[src/rtl/flf_pkg.sv]
package flf_pkg;

    localparam int LEN_W    = 12;
    localparam int BYTE_W   = 8;
    localparam int LO_W     = 8;
    localparam int HI_W     = LEN_W - LO_W;
    localparam int FLUSH_BIT = 7;

    typedef enum logic [1:0] {
        A_LEN_LO = 2'd0,
        A_LEN_HI = 2'd1,
        A_STATUS = 2'd2,
        A_CTRL   = 2'd3
    } reg_addr_e;

    typedef struct packed {
        logic [4:0] rsvd;
        logic       ovf;
        logic       full;
        logic       empty;
    } status_t;

    function automatic logic [BYTE_W-1:0] pack_status(input logic empty,
                                                      input logic full,
                                                      input logic ovf);
        status_t s;
        s.rsvd  = '0;
        s.ovf   = ovf;
        s.full  = full;
        s.empty = empty;
        return s;
    endfunction

    function automatic logic [BYTE_W-1:0] len_lo(input logic [LEN_W-1:0] v);
        return v[LO_W-1:0];
    endfunction

    function automatic logic [BYTE_W-1:0] len_hi(input logic [LEN_W-1:0] v);
        return {{(BYTE_W-HI_W){1'b0}}, v[LEN_W-1:LO_W]};
    endfunction

endpackage

[src/rtl/flf_store.sv]
module flf_store
    import flf_pkg::*;
#(
    parameter int DEPTH = 8
) (
    input  logic             clk,
    input  logic             rst,
    input  logic             flush,
    input  logic             push_req,
    input  logic [LEN_W-1:0] push_len,
    input  logic             pop_req,
    output logic [LEN_W-1:0] head,
    output logic             empty,
    output logic             full,
    output logic             ovf
);
    localparam int PTR_W = (DEPTH > 1) ? $clog2(DEPTH) : 1;
    localparam int CNT_W = $clog2(DEPTH + 1);
    localparam logic [PTR_W-1:0] LAST = PTR_W'(DEPTH - 1);

    logic [LEN_W-1:0] mem [DEPTH];
    logic [PTR_W-1:0] wptr, rptr;
    logic [CNT_W-1:0] count;
    logic             do_push, do_pop;

    assign empty   = (count == '0);
    assign full    = (count == CNT_W'(DEPTH));
    assign do_push = push_req && !full && !flush;
    assign do_pop  = pop_req && !empty && !flush;
    assign head    = mem[rptr];

    always_ff @(posedge clk) begin
        if (do_push) mem[wptr] <= push_len;
    end

    always_ff @(posedge clk) begin
        if (rst || flush) begin
            wptr  <= '0;
            rptr  <= '0;
            count <= '0;
            ovf   <= 1'b0;
        end else begin
            if (do_push) wptr <= (wptr == LAST) ? '0 : wptr + 1'b1;
            if (do_pop)  rptr <= (rptr == LAST) ? '0 : rptr + 1'b1;
            case ({do_push, do_pop})
                2'b10:   count <= count + 1'b1;
                2'b01:   count <= count - 1'b1;
                default: count <= count;
            endcase
            if (push_req && full) ovf <= 1'b1;
        end
    end

    p_count_bound_r7: assert property (@(posedge clk) disable iff (rst)
        count <= CNT_W'(DEPTH));

    p_drop_full_r7: assert property (@(posedge clk) disable iff (rst)
        (push_req && full && !pop_req && !flush) |=> ($stable(count) && ovf));

    p_push_pop_r8: assert property (@(posedge clk) disable iff (rst)
        (push_req && pop_req && !empty && !full && !flush) |=> $stable(count));

    p_pop_r5: assert property (@(posedge clk) disable iff (rst)
        (pop_req && !empty && !push_req && !flush) |=> (count == $past(count) - 1'b1));

    p_flush_r9: assert property (@(posedge clk) disable iff (rst)
        flush |=> (empty && !ovf));
endmodule

[src/rtl/flf_regs.sv]
module flf_regs
    import flf_pkg::*;
(
    input  logic              clk,
    input  logic              rst,
    input  logic              rd_en,
    input  logic              wr_en,
    input  logic [1:0]        addr,
    input  logic [BYTE_W-1:0] wdata,
    input  logic [LEN_W-1:0]  head,
    input  logic              empty,
    input  logic              full,
    input  logic              ovf,
    output logic [BYTE_W-1:0] rdata,
    output logic              flush_q,
    output logic              pop_req
);
    reg_addr_e a;
    logic      flush_set;

    assign a         = reg_addr_e'(addr);
    assign flush_set = wr_en && (a == A_CTRL) && wdata[FLUSH_BIT];
    assign pop_req   = rd_en && (a == A_STATUS) && !flush_q;

    always_ff @(posedge clk) begin
        if (rst) flush_q <= 1'b0;
        else     flush_q <= flush_set;
    end

    always_comb begin
        rdata = '0;
        if (rd_en) begin
            case (a)
                A_LEN_LO: rdata = empty ? '0 : len_lo(head);
                A_LEN_HI: rdata = empty ? '0 : len_hi(head);
                A_STATUS: rdata = pack_status(empty, full, ovf);
                A_CTRL:   rdata = BYTE_W'(flush_q) << FLUSH_BIT;
                default:  rdata = '0;
            endcase
        end
    end

    p_self_clear_r9: assert property (@(posedge clk) disable iff (rst)
        (flush_q && !flush_set) |=> !flush_q);

    p_empty_read_r6: assert property (@(posedge clk) disable iff (rst)
        (rd_en && empty && (a == A_LEN_LO || a == A_LEN_HI)) |-> (rdata == '0));

    p_hi_rsvd_r3: assert property (@(posedge clk) disable iff (rst)
        (rd_en && a == A_LEN_HI) |-> (rdata[7:4] == 4'h0));
endmodule

[src/rtl/frame_len_fifo.sv]
module frame_len_fifo
    import flf_pkg::*;
#(
    parameter int DEPTH = 8
) (
    input  logic              clk,
    input  logic              rst,
    input  logic              ir_mode,
    input  logic              frame_done,
    input  logic [LEN_W-1:0]  frame_len,
    input  logic              rd_en,
    input  logic              wr_en,
    input  logic [1:0]        addr,
    input  logic [BYTE_W-1:0] wdata,
    output logic [BYTE_W-1:0] rdata
);
    logic [LEN_W-1:0] head;
    logic empty, full, ovf, flush_q, pop_req, push_req;

    assign push_req = frame_done && ir_mode && !flush_q;

    flf_store #(.DEPTH(DEPTH)) u_store (
        .clk      (clk),
        .rst      (rst),
        .flush    (flush_q),
        .push_req (push_req),
        .push_len (frame_len),
        .pop_req  (pop_req),
        .head     (head),
        .empty    (empty),
        .full     (full),
        .ovf      (ovf)
    );

    flf_regs u_regs (
        .clk     (clk),
        .rst     (rst),
        .rd_en   (rd_en),
        .wr_en   (wr_en),
        .addr    (addr),
        .wdata   (wdata),
        .head    (head),
        .empty   (empty),
        .full    (full),
        .ovf     (ovf),
        .rdata   (rdata),
        .flush_q (flush_q),
        .pop_req (pop_req)
    );

    p_peek_r4: assert property (@(posedge clk) disable iff (rst)
        (rd_en && (addr == 2'd0 || addr == 2'd1) && !frame_done && !wr_en && !flush_q)
        |=> ($stable(head) && $stable(empty)));

    p_mode_gate_r10: assert property (@(posedge clk) disable iff (rst)
        (frame_done && !ir_mode && !rd_en && !flush_q) |=> ($stable(empty) && $stable(ovf)));
endmodule

[config.mk]
export PLATFORM = sky130hd
export DESIGN_NAME = frame_len_fifo
export DESIGN_NICKNAME = d
export VERILOG_FILES = /design/src/rtl/flf_pkg.sv /design/src/rtl/flf_store.sv /design/src/rtl/flf_regs.sv /design/src/rtl/frame_len_fifo.sv
export SDC_FILE = /design/constraint.sdc
export NUM_CORES = 1
export LEC_CHECK = 0
export ABC_CLOCK_PERIOD_IN_PS = 7400
export BUFFER_PORTS_ARGS = -buffer_cell sky130_fd_sc_hd__buf_2
export CAP_MARGIN = 20
export CORE_MARGIN = 2
export CORE_UTILIZATION = 63
export DETAILED_ROUTE_END_ITERATION = 8
export PLACE_DENSITY_LB_ADDON = 0.12
export SLEW_MARGIN = 20
export SYNTH_ARGS = -nofsm -noshare
export SYNTH_HDL_FRONTEND = slang
export SYNTH_SLANG_ARGS = --single-unit
export TNS_END_PERCENT = 50
[constraint.sdc]
create_clock -name clk -period 7.4 [get_ports clk]
set_clock_uncertainty 0.15 [all_clocks]
set_input_delay 1.85 -clock clk [delete_from_list [all_inputs] [get_ports clk]]
set_output_delay 1.85 -clock clk [all_outputs]
set_load 0.1 [all_outputs]
[Yosys cells after proc, flatten, opt, wreduce, memory -nomap -nowiden]
Memories as Yosys holds them, arrays and structs flattened. A register that Yosys moved wholly into a read port is not among the register bits.
Cells that the tools add are included.
Word-level totals
  output and inout port bits: 8
  register bits: 12
  latch bits: 0
  RAM bits: 96
  bits of input ports: 28
  memories kept: 1
  bits in read-only memories: 0
  word-level logic and storage cells: 47
Memories
  u_store.mem: depth 8, width 12, read ports 1, clocked after memory_dff 1, wr ports 1, line flf_store.sv:21  | logic [LEN_W-1:0] mem [DEPTH];
Operators by class
  $add $sub $neg: 4
  multiply operators: 0
  reductions and logical operators: 18
  equality and inequality tests: 8
  bitwise gates (word level): 0
  magnitude comparators: 0
  muxes and demuxes: 11
  divide/modulo/power cells: 0
  shift operators: 0
Operators by type and width (count)
  8-bit case mux with 4 select lines: 1
  8-bit 2-to-1 mux: 2
  3-bit 2-to-1 mux: 4
  1-bit logical AND: 11
  4-bit case mux with 2 select lines: 1
  3-bit by 1-bit adder with 3-bit output, second input constant: 2
  2-bit equality test, second input constant: 3
  3-bit equality test, second input constant: 2
  4-bit by 1-bit adder with 4-bit output, second input constant: 1
  2-bit by 1-bit equality test with 1-bit output, second input constant: 2
  4-bit equality test, second input constant: 1
  4-bit logical NOT: 1
  4-bit 2-to-1 mux: 1
  4-bit by 1-bit subtractor with 4-bit output, second input constant: 1
  1-bit logical NOT: 3
  2-bit logical NOT: 1
  1-bit 2-to-1 mux: 2
  2-bit nonzero test: 1
  1-bit logical OR: 1

[Logic depth before layout (Yosys ltp)]
  word-level depth: 7
  gate-level depth with buffers: 11
  mapped depth without buffers: 10

[By module]
From an unflattened synthesis, not the netlist that was laid out.
Unflattened totals
  cells, all modules: 256
  area, all modules: 4574.4 um^2
Modules (own cells, without submodules)
  flf_store: area an instance 4331.7 um^2, cells each 224, times used 1, sequential area each 3163.0 um^2
  flf_regs: area an instance 234.0 um^2, cells each 31, times used 1, sequential area each 20.0 um^2
  frame_len_fifo: area an instance 8.8 um^2, cells each 1, times used 1, sequential area each 0.0 um^2

[Worst setup path after synthesis]
OpenSTA, ideal clock, no wires.
  path type: input -> output
  start point: in addr[0]
  end point: out rdata[0]
  arrival time: 4.620 ns
  slack: 0.780 ns
  required time: 5.400 ns
  stages: 5
  buffers on the path: 1
  cells stage by stage: clkbuf_1 > nor2_1 > nand2_1 > o211ai_1 > a221oi_1
Between the ends
  cells in the longest elaborated chain, start to end: 3
  elaborated cells on any way between the ends: 6
  classes of those cells: 3 x eq/ne; 2 x mux; 1 x reduce/logical
Ends and longest elaborated chain
  from (decl): line frame_len_fifo.sv:13  | input logic [1:0] addr,
  2-bit equality test (tied with other cells): line flf_regs.sv:33  | case (a)
  8-bit case mux with 4 select lines (*): line flf_regs.sv:33
  8-bit 2-to-1 mux (*): line flf_regs.sv:32  | if (rd_en) begin
  to (decl): line frame_len_fifo.sv:15  | output logic [BYTE_W-1:0] rdata
Every way passes the cells marked *; elsewhere a longest branch is shown, timed or not.

[Worst setup path in the final report]
  start point: in addr[0]
  end point: out rdata[7]
The elaborated chain is that of the path after synthesis.

==> metrics.csv <==
metric,value,unit
Slew Limit Headroom,30.7,%
crit end category,output pin,
fillers,434,
Vias,2269,
Final Slew Violations,0,
final net count,323,
routed len/inst,19.7,um
Initial Util,65.5,%
YS warnings,0,
Mapped Area,4470,um^2
Die ar.,7790,um^2
Yosys reg bits,111,
Initial DRC Count,162,
CTS tree,yes,
Post-Place Worst Slack,2230,ps
critical-path maximum fanout,9,
Finished Cell Area,4950,um^2
status,finished clean,
Async SR Flop Fraction,0,%
Crit path max-delay family,buffers and inverters,
pin count of the biggest net entering global routing,22,
critical path class,in2out,
most frequent CP cell,buf_2,
antenna violations before repair,0,
# DRC,0,
worst skew pair latency,360,ps
Pre-Repair DR Iteration Count,5,
Die Y,88.3,um
Crit path depth,5,
Design Power,1.09,mW
CP max stage delay,460,ps
final cycle utilization of the critical path,69.8,%
Hold WC Path Type,reg2reg,
final hold viol count,0,
Worst Hold Depth,2,
dpl cell area,4770,um^2
Max IR drop VDD,0.171,mV
"Seq/Total Area, Yosys",71.2,%
clk sinks,111,
Main synth FF type,edfxtp_1,
CTS Hold Bufs,0,
CTS root buf,clkbuf_8,
Antenna Cells,0,
final setup vio count,0,
first-pass GRT wire length,12000,um
setup TNS,0,ps
most frequent cells in the layout,"96 x edfxtp_1, 28 x buf_2, 24 x mux4_2, 18 x nor2_1, 15 x dfxtp_1",
Power Density,220,nW/um^2
Post-DP HPWL,4970,um
Post-DRT Antenna Nets,0,
final setup margin,2240,ps
"commonest non-fill, non-tap cell in the layout",edfxtp_1,
placer congestion estimate,0.776,
Mapped Cells,251,
Ports,36,
area grow syn2layout,10.8,%
clk buf depth,2,
Crit-path slowest cell,buf_2,
worst-path cell chain,buf_2 > nor2_1 > nand3_1 > o22ai_1 > buf_2,
non-filler cells in the finished layout,389,
Placement Rows,30,
grt total ovfl,0,
Worst Path Buf+Inv,2,
proportion of layout cells with a drive suffix above 1,29.0,%
Yosys cell types,37,
total track usage,21.9,%
FF-to-FF path depth,10,
post-cts sizing count,0,
postcts setup bufs,0,
Port-buffer cells,28,
Post-synth EDFFs,96,
minimum clock period,5160,ps
Worst-Margin Slew,1040,ps
placed cell count,373,
H-tree Lvls,3,
syn_area_per_cell,17.8,um^2
total of max-cap violations,0,
CORE AREA,6830,um^2
drt total wl,7650,um
Fmax achieved,194,MHz
width of the die,88.3,um
Worst EP arrival,3160,ps
TritonCTS Buffers,9,
clock transition at the registers of the reported paths,100,ps
Syn Nets,286,
vias in the first global route,2222,
worst endpoint required time,5400,ps
RSZ-0062 raised after global routing,no,
critical path launch point type,input port,
Vias per Instance,5.83,
Leak Pwr,1.66,nW
==> stage by stage <==
stage | util [%] | hold slack (ps)
6_report | 72.5 | 357
5_1_grt | 72.5 | 398
4_1_cts | 72.5 | 353
3_5_place_dp | 69.8 | 331
3_3_place_gp | 69.8 | 308
2_1_floorplan | - | 288
==> worst reg2reg max path, stage by stage (launching register included) <==
cell and delay [ps]:
dfxtp_1 400, or4_1 600, nand4_1 250, inv_1 110, ha_1 260, xor2_1 170
ha_1 180, a21oi_1 140, xor2_1 90, or3_1 310, a21oi_1 140
==> sequential cells by signal (all words and copies together) (netlist names), named ones only <==
name / cells
u_regs.flush_q: 1
u_store.count: 4
u_store.mem: 96
u_store.ovf: 1
u_store.rptr: 3
u_store.wptr: 3
==> cell type report <==
class | instances | area [um^2] | area share, %
Sequential cell | 111 | 3180 | 64.2
Multi-Input combinational cell | 126 | 1240 | 25.1
Timing Repair Buffer | 37 | 208 | 4.19
Clock buffer | 10 | 128 | 2.58
Tap cell | 96 | 120 | 2.42
Clock inverter | 6 | 61.3 | 1.24
Inverter | 3 | 11.3 | 0.227
==> report_power, final <==
part	internal, mW	total, mW	switching (mW)
Combinational	0.0224	0.0621	0.0398
Clock	0.131	0.337	0.205
Sequential	0.685	0.691	0.00568
Total	0.839	1.09	0.251
==> routing by layer <==
layer | track usage [%] | up-vias | share of wire, %
met5 | 0 | - | 0
met4 | 7.02 | 0 | 0.98
met3 | 4.85 | 4 | 5.2
met2 | 34.9 | 53 | 50
met1 | 31.1 | 1131 | 44
li1 | - | 1081 | -
==> cell families (layout without fill, tap and decap cells) <==
kind of cell	count (synthesis)	in the layout	share of synthesized area, %
muxes	37	37	15.4
AOI/OAI and AO/OA	20	20	2.57
adders and majority gates	7	7	1.96
xor gates and xnor gates	3	3	0.588
DFF	111	111	71.2
and+or+nand+nor	59	59	6.74
buffers and inverters	14	56	1.62
==> final timing paths <==
path / slack, ps / startpoint / to
max: 2240 / addr[0] / rdata[7]
min: 360 / u_store.rptr[0]$_SDFFE_PP0N_ / u_store.rptr[0]$_SDFFE_PP0N_
max reg2reg: 4540 / u_store.count[0]$_SDFFE_PP0P_ / u_store.count[2]$_SDFFE_PP0P_
min reg2reg: 360 / u_store.rptr[0]$_SDFFE_PP0N_ / u_store.rptr[0]$_SDFFE_PP0N_
==> cell usage after synthesis (2+ instances only) <==
| cell | count | area share [%] |
|---|---|---|
| o22ai_1 | 3 | 0.42 |
| buf_4 | 2 | 0.34 |
| nor2_1 | 18 | 1.5 |
| buf_2 | 4 | 0.45 |
| ha_1 | 7 | 2.0 |
| nand3_1 | 4 | 0.45 |
| dfxtp_1 | 15 | 6.7 |
| and3_1 | 3 | 0.42 |
| xor2_1 | 3 | 0.59 |
| a21oi_1 | 8 | 0.90 |
| nand2b_1 | 2 | 0.28 |
| nor3_1 | 5 | 0.56 |
| mux4_2 | 24 | 12 |
| or3_1 | 3 | 0.42 |
| clkbuf_1 | 4 | 0.34 |
| o21ai_0 | 5 | 0.56 |
| edfxtp_1 | 96 | 64 |
| nand2_1 | 13 | 1.1 |
| nor4_1 | 2 | 0.28 |
| mux2i_1 | 12 | 2.7 |
| inv_1 | 2 | 0.17 |
No activity file was read; power rests on OpenSTA's default activity.
